[config.mk]
export PLATFORM = sky130hd
export DESIGN_NAME = sysclk_ctrl
export DESIGN_NICKNAME = d
export VERILOG_FILES = /design/src/rtl/sysclk_pkg.sv /design/src/rtl/sysclk_sync.sv /design/src/rtl/sysclk_debounce.sv /design/src/rtl/sysclk_divider.sv /design/src/rtl/sysclk_ctrl.sv
export SDC_FILE = /design/constraint.sdc
export NUM_CORES = 1
export LEC_CHECK = 0
export ABC_AREA = 1
export BUFFER_PORTS_ARGS = -buffer_cell sky130_fd_sc_hd__buf_4
export CAP_MARGIN = 25
export CORE_ASPECT_RATIO = 1.4
export CORE_MARGIN = 3
export CORE_UTILIZATION = 30
export CTS_CLUSTER_SIZE = 14
export DETAILED_ROUTE_END_ITERATION = 10
export GPL_ROUTABILITY_DRIVEN = 0
export GPL_TIMING_DRIVEN = 0
export MAX_ROUTING_LAYER = met4
export PLACE_DENSITY = 0.48
export SLEW_MARGIN = 0
export SYNTH_ARGS = -nofsm -noshare
export SYNTH_HDL_FRONTEND = slang
export SYNTH_SLANG_ARGS = --single-unit
[constraint.sdc]
create_clock -name clk_ref -period 1.3 [get_ports clk_ref]
set_input_delay 0.195 -clock clk_ref [delete_from_list [all_inputs] [get_ports clk_ref]]
set_output_delay 0.195 -clock clk_ref [all_outputs]
set_load 0.02 [all_outputs]
[src/rtl/sysclk_pkg.sv]
package sysclk_pkg;

  typedef enum logic {
    CLK_MODE_STEP = 1'b0,
    CLK_MODE_AUTO = 1'b1
  } clk_mode_e;

  // Reference cycles per output period for a requested rate.
  function automatic int unsigned div_term(input int unsigned ref_hz,
                                           input int unsigned out_hz);
    return ref_hz / out_hz;
  endfunction

endpackage

[src/rtl/sysclk_sync.sv]
module sysclk_sync #(
  parameter int unsigned W = 1
) (
  input  logic         clk,
  input  logic         arst_n,
  input  logic [W-1:0] d_i,
  output logic [W-1:0] q_o
);

  logic [W-1:0] s1_q, s2_q;

  always_ff @(posedge clk or negedge arst_n) begin
    if (!arst_n) begin
      s1_q <= '0;
      s2_q <= '0;
    end else begin
      s1_q <= d_i;
      s2_q <= s1_q;
    end
  end

  assign q_o = s2_q;

endmodule

[src/rtl/sysclk_debounce.sv]
module sysclk_debounce #(
  parameter int unsigned STABLE_CYCLES = 4
) (
  input  logic clk,
  input  logic arst_n,
  input  logic raw_i,
  output logic level_o
);

  localparam int unsigned CW = $clog2(STABLE_CYCLES + 1);

  logic          sync_lvl;
  logic          db_q, db_d;
  logic [CW-1:0] cnt_q, cnt_d;
  logic          differ;

  sysclk_sync #(.W(1)) u_sync (
    .clk    (clk),
    .arst_n (arst_n),
    .d_i    (raw_i),
    .q_o    (sync_lvl)
  );

  always_comb begin
    differ = sync_lvl ^ db_q;
    db_d   = db_q;
    cnt_d  = '0;
    if (differ) begin
      if (cnt_q == CW'(STABLE_CYCLES - 1)) begin
        db_d = sync_lvl;
      end else begin
        cnt_d = cnt_q + 1'b1;
      end
    end
  end

  always_ff @(posedge clk or negedge arst_n) begin
    if (!arst_n) begin
      db_q  <= 1'b0;
      cnt_q <= '0;
    end else begin
      db_q  <= db_d;
      cnt_q <= cnt_d;
    end
  end

  assign level_o = db_q;

  // an accepted change always takes the level the synchronizer showed
  assert_db_takes_sync_R6: assert property (@(posedge clk) disable iff (!arst_n)
    (db_q != $past(db_q)) |-> (db_q == $past(sync_lvl)));

  // a change is accepted only after the filter window has been filled
  assert_db_window_R6: assert property (@(posedge clk) disable iff (!arst_n)
    (db_q != $past(db_q)) |-> ($past(cnt_q) == CW'(STABLE_CYCLES - 1)));

endmodule

[src/rtl/sysclk_divider.sv]
module sysclk_divider #(
  parameter int unsigned SLOW_TERM = 100,
  parameter int unsigned FAST_TERM = 20
) (
  input  logic clk,
  input  logic arst_n,
  input  logic run_i,
  input  logic fast_i,
  output logic tick_o
);

  localparam int unsigned MAX_TERM = (SLOW_TERM > FAST_TERM) ? SLOW_TERM : FAST_TERM;
  localparam int unsigned CW       = $clog2(MAX_TERM + 1);

  logic [CW-1:0] cnt_q, cnt_d;
  logic [CW-1:0] last_val;
  logic          fast_q;
  logic          restart;

  always_comb begin
    last_val = fast_i ? CW'(FAST_TERM - 1) : CW'(SLOW_TERM - 1);
    restart  = !run_i || (fast_i != fast_q);
    if (restart || (cnt_q == last_val)) begin
      cnt_d = '0;
    end else begin
      cnt_d = cnt_q + 1'b1;
    end
    tick_o = !restart && (cnt_q == last_val);
  end

  always_ff @(posedge clk or negedge arst_n) begin
    if (!arst_n) begin
      cnt_q  <= '0;
      fast_q <= 1'b0;
    end else begin
      cnt_q  <= cnt_d;
      fast_q <= fast_i;
    end
  end

  // the counter never leaves the longest period
  assert_cnt_in_range_R2: assert property (@(posedge clk) disable iff (!arst_n)
    cnt_q < CW'(MAX_TERM));

  // a rate change is followed by a counter restart
  assert_restart_on_rate_R4: assert property (@(posedge clk) disable iff (!arst_n)
    (fast_i != fast_q) |=> (cnt_q == '0));

endmodule

[src/rtl/sysclk_ctrl.sv]
module sysclk_ctrl #(
  parameter int unsigned REF_HZ          = 50_000_000,
  parameter int unsigned SLOW_HZ         = 2,
  parameter int unsigned FAST_HZ         = 10,
  parameter int unsigned DEBOUNCE_CYCLES = 500_000
) (
  input  logic clk_ref,
  input  logic arst_n,
  input  logic rate_fast_i,
  input  logic auto_mode_i,
  input  logic step_btn_i,
  input  logic reset_btn_i,
  input  logic halt_n_i,
  output logic sys_clk_en_o,
  output logic sys_rst_o
);
  import sysclk_pkg::*;

  localparam int unsigned SLOW_TERM = div_term(REF_HZ, SLOW_HZ);
  localparam int unsigned FAST_TERM = div_term(REF_HZ, FAST_HZ);

  logic [1:0] sw_sync;
  clk_mode_e  mode_s;
  logic       fast_s;
  logic       step_lvl, rst_lvl;
  logic       step_prev_q;
  logic       step_rise;
  logic [1:0] rst_pipe_q, rst_pipe_d;
  logic       pulse_q, pulse_d;
  logic       run;
  logic       div_tick;

  sysclk_sync #(.W(2)) u_sw_sync (
    .clk    (clk_ref),
    .arst_n (arst_n),
    .d_i    ({auto_mode_i, rate_fast_i}),
    .q_o    (sw_sync)
  );

  assign mode_s = clk_mode_e'(sw_sync[1]);
  assign fast_s = sw_sync[0];

  sysclk_debounce #(.STABLE_CYCLES(DEBOUNCE_CYCLES)) u_step_db (
    .clk     (clk_ref),
    .arst_n  (arst_n),
    .raw_i   (step_btn_i),
    .level_o (step_lvl)
  );

  sysclk_debounce #(.STABLE_CYCLES(DEBOUNCE_CYCLES)) u_rst_db (
    .clk     (clk_ref),
    .arst_n  (arst_n),
    .raw_i   (reset_btn_i),
    .level_o (rst_lvl)
  );

  assign run = (mode_s == CLK_MODE_AUTO) && halt_n_i && !rst_pipe_q[1];

  sysclk_divider #(.SLOW_TERM(SLOW_TERM), .FAST_TERM(FAST_TERM)) u_div (
    .clk    (clk_ref),
    .arst_n (arst_n),
    .run_i  (run),
    .fast_i (fast_s),
    .tick_o (div_tick)
  );

  always_comb begin
    step_rise  = step_lvl && !step_prev_q;
    rst_pipe_d = rst_lvl ? 2'b11 : {rst_pipe_q[0], 1'b0};
    pulse_d    = 1'b0;
    if (!rst_pipe_d[1] && halt_n_i) begin
      if (mode_s == CLK_MODE_AUTO) begin
        pulse_d = div_tick;
      end else begin
        pulse_d = step_rise;
      end
    end
  end

  always_ff @(posedge clk_ref or negedge arst_n) begin
    if (!arst_n) begin
      rst_pipe_q  <= 2'b11;
      step_prev_q <= 1'b0;
      pulse_q     <= 1'b0;
    end else begin
      rst_pipe_q  <= rst_pipe_d;
      step_prev_q <= step_lvl;
      pulse_q     <= pulse_d;
    end
  end

  assign sys_clk_en_o = pulse_q;
  assign sys_rst_o    = rst_pipe_q[1];

  // reset and enable never overlap
  assert_no_pulse_in_reset_R9: assert property (@(posedge clk_ref) disable iff (!arst_n)
    sys_rst_o |-> !sys_clk_en_o);

  // pulses are single-cycle
  assert_single_cycle_R9: assert property (@(posedge clk_ref) disable iff (!arst_n)
    sys_clk_en_o |=> !sys_clk_en_o);

  // an asserted halt blocks the next enable
  assert_halt_blocks_R7: assert property (@(posedge clk_ref) disable iff (!arst_n)
    !halt_n_i |=> !sys_clk_en_o);

  // an accepted reset press holds the system reset
  assert_btn_holds_reset_R8: assert property (@(posedge clk_ref) disable iff (!arst_n)
    rst_lvl |=> sys_rst_o);

endmodule

After elaboration in Yosys (flattened, before gate mapping)
Index checks and enable logic that the tools add are counted.
- flip-flop bits (word level): 78
- input port bits: 7
- word-level logic and storage cells: 47
- add/subtract/negate cells: 3
- equal/unequal tests: 4
- multiplexer cells: 9
- bitwise gates (word level): 2
- reductions and logical operators: 14
- operator list (kind ; number):
    19-bit two-way mux ; 4
    25-bit two-way mux ; 2
    19-bit by 1-bit adder with 19-bit output (second input constant) ; 2
    19-bit == test (second input constant) ; 2
    25-bit by 1-bit adder with 25-bit output (second input constant) ; 1
    25-bit == test ; 1
    1-bit logical AND ; 5
    1-bit logical NOT ; 5
    2-bit AND reduction ; 2
    1-bit logical OR ; 2
    1-bit two-way mux ; 2
    2-bit two-way mux ; 1
    1-bit bitwise XOR ; 2
    1-bit != test ; 1

Longest topological paths before layout
- depth after elaboration: 8
- gate-level depth with buffers: 9

Modules after synthesis
From an unflattened synthesis, not the netlist that was laid out.
- cell total of the unflattened synthesis: 545
- area, all modules: 4231.6 um^2
- by module, submodules not included (module ; instances ; cells each ; area each (um^2)):
    sysclk_debounce ; 2 ; 145 ; 1141.1
    sysclk_divider ; 1 ; 233 ; 1604.0
    sysclk_ctrl ; 1 ; 14 ; 145.1
    sysclk_sync at u_rst_db.u_sync ... ; 2 ; 2 ; 50.0
    sysclk_sync at u_sw_sync ; 1 ; 4 ; 100.1

Least setup slack after synthesis
Ideal clock, no wire load.
- path kind: register to register
- start point: register u_step_db.cnt_q[0]
- end point: register u_step_db.cnt_q[13]
- library setup time: 0.118 ns
- arrival time: 1.222 ns
- required time: 1.182 ns
- path slack: -0.040 ns
- stages on the path, launching flop included: 9
- period minus slack after synthesis: 1.340 ns
- path through: dfrtp_1 > ha_1 > nand2_1 > nor2_4 > nand3_1 > nor2_1 > nor2_2 > inv_2 > nor2_1
- word-level cells in the longest chain between the ends: 3
- elaborated cells on any way between the ends: 4
- RTL lines (element ; line ; RTL):
    from (decl) ; sysclk_debounce.sv:14 ; logic [CW-1:0] cnt_q, cnt_d;
    from (signal assigned) ; sysclk_debounce.sv:43 ; cnt_q <= cnt_d;
    19-bit by 1-bit adder with 19-bit output / 19-bit == test (equally long branches) ; sysclk_debounce.sv:32, sysclk_debounce.sv:29 ;
    19-bit two-way mux (*) ; sysclk_debounce.sv:29 ; if (cnt_q == CW'(STABLE_CYCLES - 1)) begin
    19-bit two-way mux (*) ; sysclk_debounce.sv:28 ; if (differ) begin
    via u_step_db.cnt_d[13] ; sysclk_debounce.sv:14 ;
Mark *: on every way through the listed nets, which the timed path passes. The rest lies on a longest branch.
A chain may end at the register's enable or synchronous reset.

Worst setup path after layout
- start point: register u_div.cnt_q[17]
- end point: register u_div.cnt_q[15]
- word-level cells in the longest chain between the ends: 3
- RTL lines (element ; line ; RTL):
    from (decl) ; sysclk_divider.sv:15 ; logic [CW-1:0] cnt_q, cnt_d;
    from (signal assigned) ; sysclk_divider.sv:36 ; cnt_q <= cnt_d;
    25-bit == test ; sysclk_divider.sv:23 ; if (restart || (cnt_q == last_val)) begin
    1-bit logical OR ; sysclk_divider.sv:23 ;
    25-bit two-way mux ; sysclk_divider.sv:23 ;
    via u_div.cnt_d[15] ; sysclk_divider.sv:15 ;
The timed path passes the listed nets, and every way through them passes these cells.

==> key figures <==
Worst setup path
  – Reg2reg end: u_div.cnt_q[15]
  – Worst r2r src: u_div.cnt_q[17]
  – CP required: 1.53 ns
  – Critical Path AT: 1.68 ns
  – CP max FO: 7
  – Type of origin of the critical path: flop
  – Crit Path Category: reg2reg
  – R2r worst-path depth: 9
  – Endpoint class of the critical path: flop
  – Worst R2R Setup Slack: -0.15 ns

Logic synthesis
  – EDFF count, synth: 0
  – Cells after Synth: about 520
  – Post-Syn Area: 3999 um2
  – Area share of the largest cell type after synthesis: 0.4756
  – Syn Area/Cell: 7.646 um2
  – Synth area leader: dfrtp_1
  – Syn_nets: around 530
  – Area contributors post-synth: dfrtp_1 48%, nor2_1 13%, nand2_1 12%
  – Seq cells post-synth: 78
  – Fraction of registers with async set/reset: 1.000
  – Warnings from Yosys: 0
  – Main synth FF type: dfrtp_1
  – Post-synth top cells: 135 x nor2_1, 127 x nand2_1, 76 x dfrtp_1
  – Count leader, synth: nor2_1
  – Register area share after synthesis: 0.4887
  – Yosys cell types: 29

Timing
  – Slew HR: 0.7508
  – Final Critical Period: 1.454 ns
  – Setup ws final: -0.1537 ns
  – Setup_tns: -4.184 ns
  – Final Cycle Share: 1.118
  – Least-Margin Pin Slew: 0.3725 ns
  – RSZ-0062 raised after global routing: yes
  – Max Clk Rate: 0.6879 GHz
  – Final hold slack: 0.1475 ns
  – Slew Viols, Final: 0
  – Clock skew: roughly 0.0072 ns
  – Final Hold Viols: 0
  – Final Setup Violations: 52

Routing
  – Drt drc: 0
  – Avg WL per Cell: 12.50 um
  – Routed wire length: a little under 10000 um
  – Via count: 3546
  – Via/cell ratio: around 4.5
  – Final ANT Viol Nets: 0
  – Initial DRT Pass Iterations: 4
  – Initial drt markers: 109

Die
  – Die Span Y: 142.6 um
  – Starting Density: 0.3091
  – I/O pin count: 9
  – Row cnt: 49
  – CORE AREA: 12940 um2
  – Die X: roughly 100 um
  – Die area: 14770 um2

Clocking
  – CTS Buf Count: 9
  – CTS H-Tree Depth: 3
  – Clock Sinks: 78
  – Root Driver: clkbuf_16
  – Clk buf depth: 2
  – Clk pin slew, worst setup/hold paths: 0.06 ns
  – TritonCTS clock tree: yes
  – Clk_lat worst skew: 0.34 ns

Power
  – Peak supply drop: 0.0005697 V
  – Lkg Pwr: 2.355 nW
  – Pwr Density: 971.3 nW/um2
  – Power Total: about 5.5 mW

Final layout
  – Ant diodes: 0
  – FF+latch area: approximately 2000 um2
  – Multi-input gate area: 2325 um2
  – Final instance area: ~5700 um2
  – Fillers: 1287
  – Layout cells sized above 1: 0.3669
  – Nets@finish: 610
  – Area grow syn2layout: 41.80%

Place
  – DP HPWL: 6293 um
  – Port bufs: 8
  – Placed Area: around 4300 um2

GRT
  – First-pass GRT wire length: 16040 um
  – Pin count of the biggest net entering global routing: 79
  – Number of global-route vias before repair: around 3.5k
  – Initial antenna violation count: 0
  – Total gr overflow: 0
  – Total GRT Usage: 0.1391

Worst hold path
  – WHS Endpoint: sys_clk_en_o
  – Min-Delay Path Depth: 3
  – Worst hold path type: in2reg
  – HP Start: halt_n_i

Status
  – Failing checks: setup timing
  – Outcome: finished with violations

Flow run
  – Max-cap viol count: 0
## power breakdown
part | internal [mW] | switching, mW
clock | 1.73 | 1.00
combinational | 0.131 | 0.154
sequential | 2.46 | 0.0316
total | 4.32 | 1.19
## through the flow
stage          instances  utilization  setup WS, ns
6_report             783       0.4383       -0.1537
3_5_place_dp         709       0.3325       -0.3700
5_1_grt              783       0.4383       -0.2156
4_1_cts              752       0.3903       -0.1154
3_3_place_gp         709       0.3325       -0.3837
2_1_floorplan        523            -      0.002132
## final cells by class
| type | count | share of cell area |
|---|---|---|
| Sequential cell | 78 | 0.3473 |
| Tap cell | 178 | 0.03928 |
| Multi-Input combinational cell | 385 | 0.4100 |
| Buffer | 2 | 0.004634 |
| Inverter | 58 | 0.04016 |
| Clock buffer | 12 | 0.04347 |
| Timing Repair Buffer | 66 | 0.1028 |
| Clock inverter | 4 | 0.01236 |
## registers in the layout, indices dropped and copies added, names as in the netlist, 2 cells and up
register	cells
u_sw_sync.s1_q	2
u_step_db.cnt_q	19
u_rst_db.cnt_q	19
rst_pipe_q	2
u_div.cnt_q	25
u_sw_sync.q_o	2
## worst max-delay path: stages, from the launching register on
cell,delay (ns)
dfrtp_2,0.41
inv_2,0.06
nand2_1,0.08
nor2_2,0.11
nand3_2,0.10
nor2_4,0.13
nand2_2,0.08
nand2_4,0.14
clkbuf_16,0.18
nor2_2,0.04
## how the worst max path moves through the flow
stage | start | to | slack (ns) | cells after the start
6_report | u_div.cnt_q[17] | u_div.cnt_q[15] | -0.15 | 9
5_1_grt | u_div.cnt_q[6] | u_div.cnt_q[13] | -0.22 | 9
4_1_cts | u_sw_sync.q_o[0] | u_div.cnt_q[21] | -0.12 | 5
3_5_place_dp | u_step_db.level_o | u_step_db.cnt_q[13] | -0.37 | 4
3_3_place_gp | u_step_db.level_o | u_step_db.cnt_q[13] | -0.38 | 4
2_1_floorplan | u_rst_db.cnt_q[0] | u_rst_db.cnt_q[14] | 0.002 | 8
## timing repair
action	CTS	global route
endpoints found under the hold margin	4	8
cloned	1	1
buffers inserted	22	28
pin swaps	16	29
endpoints found under the setup margin	60	60
resized for setup	58	110
hold buffers	4	1
## metal layers
layer | global-route usage | wire, um | up-vias
met4 | 0.05812 | 232 | 0
met2 | 0.2403 | 5122 | 60
li1 | - | - | 1774
met1 | 0.1556 | 4135 | 1692
met5 | - | 0 | -
met3 | 0.03223 | 297 | 20
## cells by family after synthesis
| family | count (synthesis) | synth area share |
|---|---|---|
| and+or+nand+nor | 338 | 0.3548 |
| DFF | 78 | 0.4887 |
| buffers and inverters | 60 | 0.06007 |
| xor gates and xnor gates | 29 | 0.06540 |
| AOI/OAI and AO/OA | 15 | 0.02159 |
| adders and majority gates | 3 | 0.009388 |
## cell usage in the layout (no fill, tap or decap), types with 4 or more instances in the layout
cell type / n
nand2_1: 102
inv_2: 9
a21oi_1: 4
buf_6: 11
dfrtp_1: 64
xnor2_1: 5
buf_4: 49
dfrtp_2: 12
nand4_1: 5
nor2_4: 16
inv_1: 46
nor2_1: 86
nor3_1: 9
nand2_4: 4
nand3_1: 23
clkbuf_16: 10
nand3_2: 10
nor2_2: 41
dlygate4sd3_1: 5
xor2_1: 18
nand2_2: 26
No activity file was read; power rests on OpenSTA's default activity.
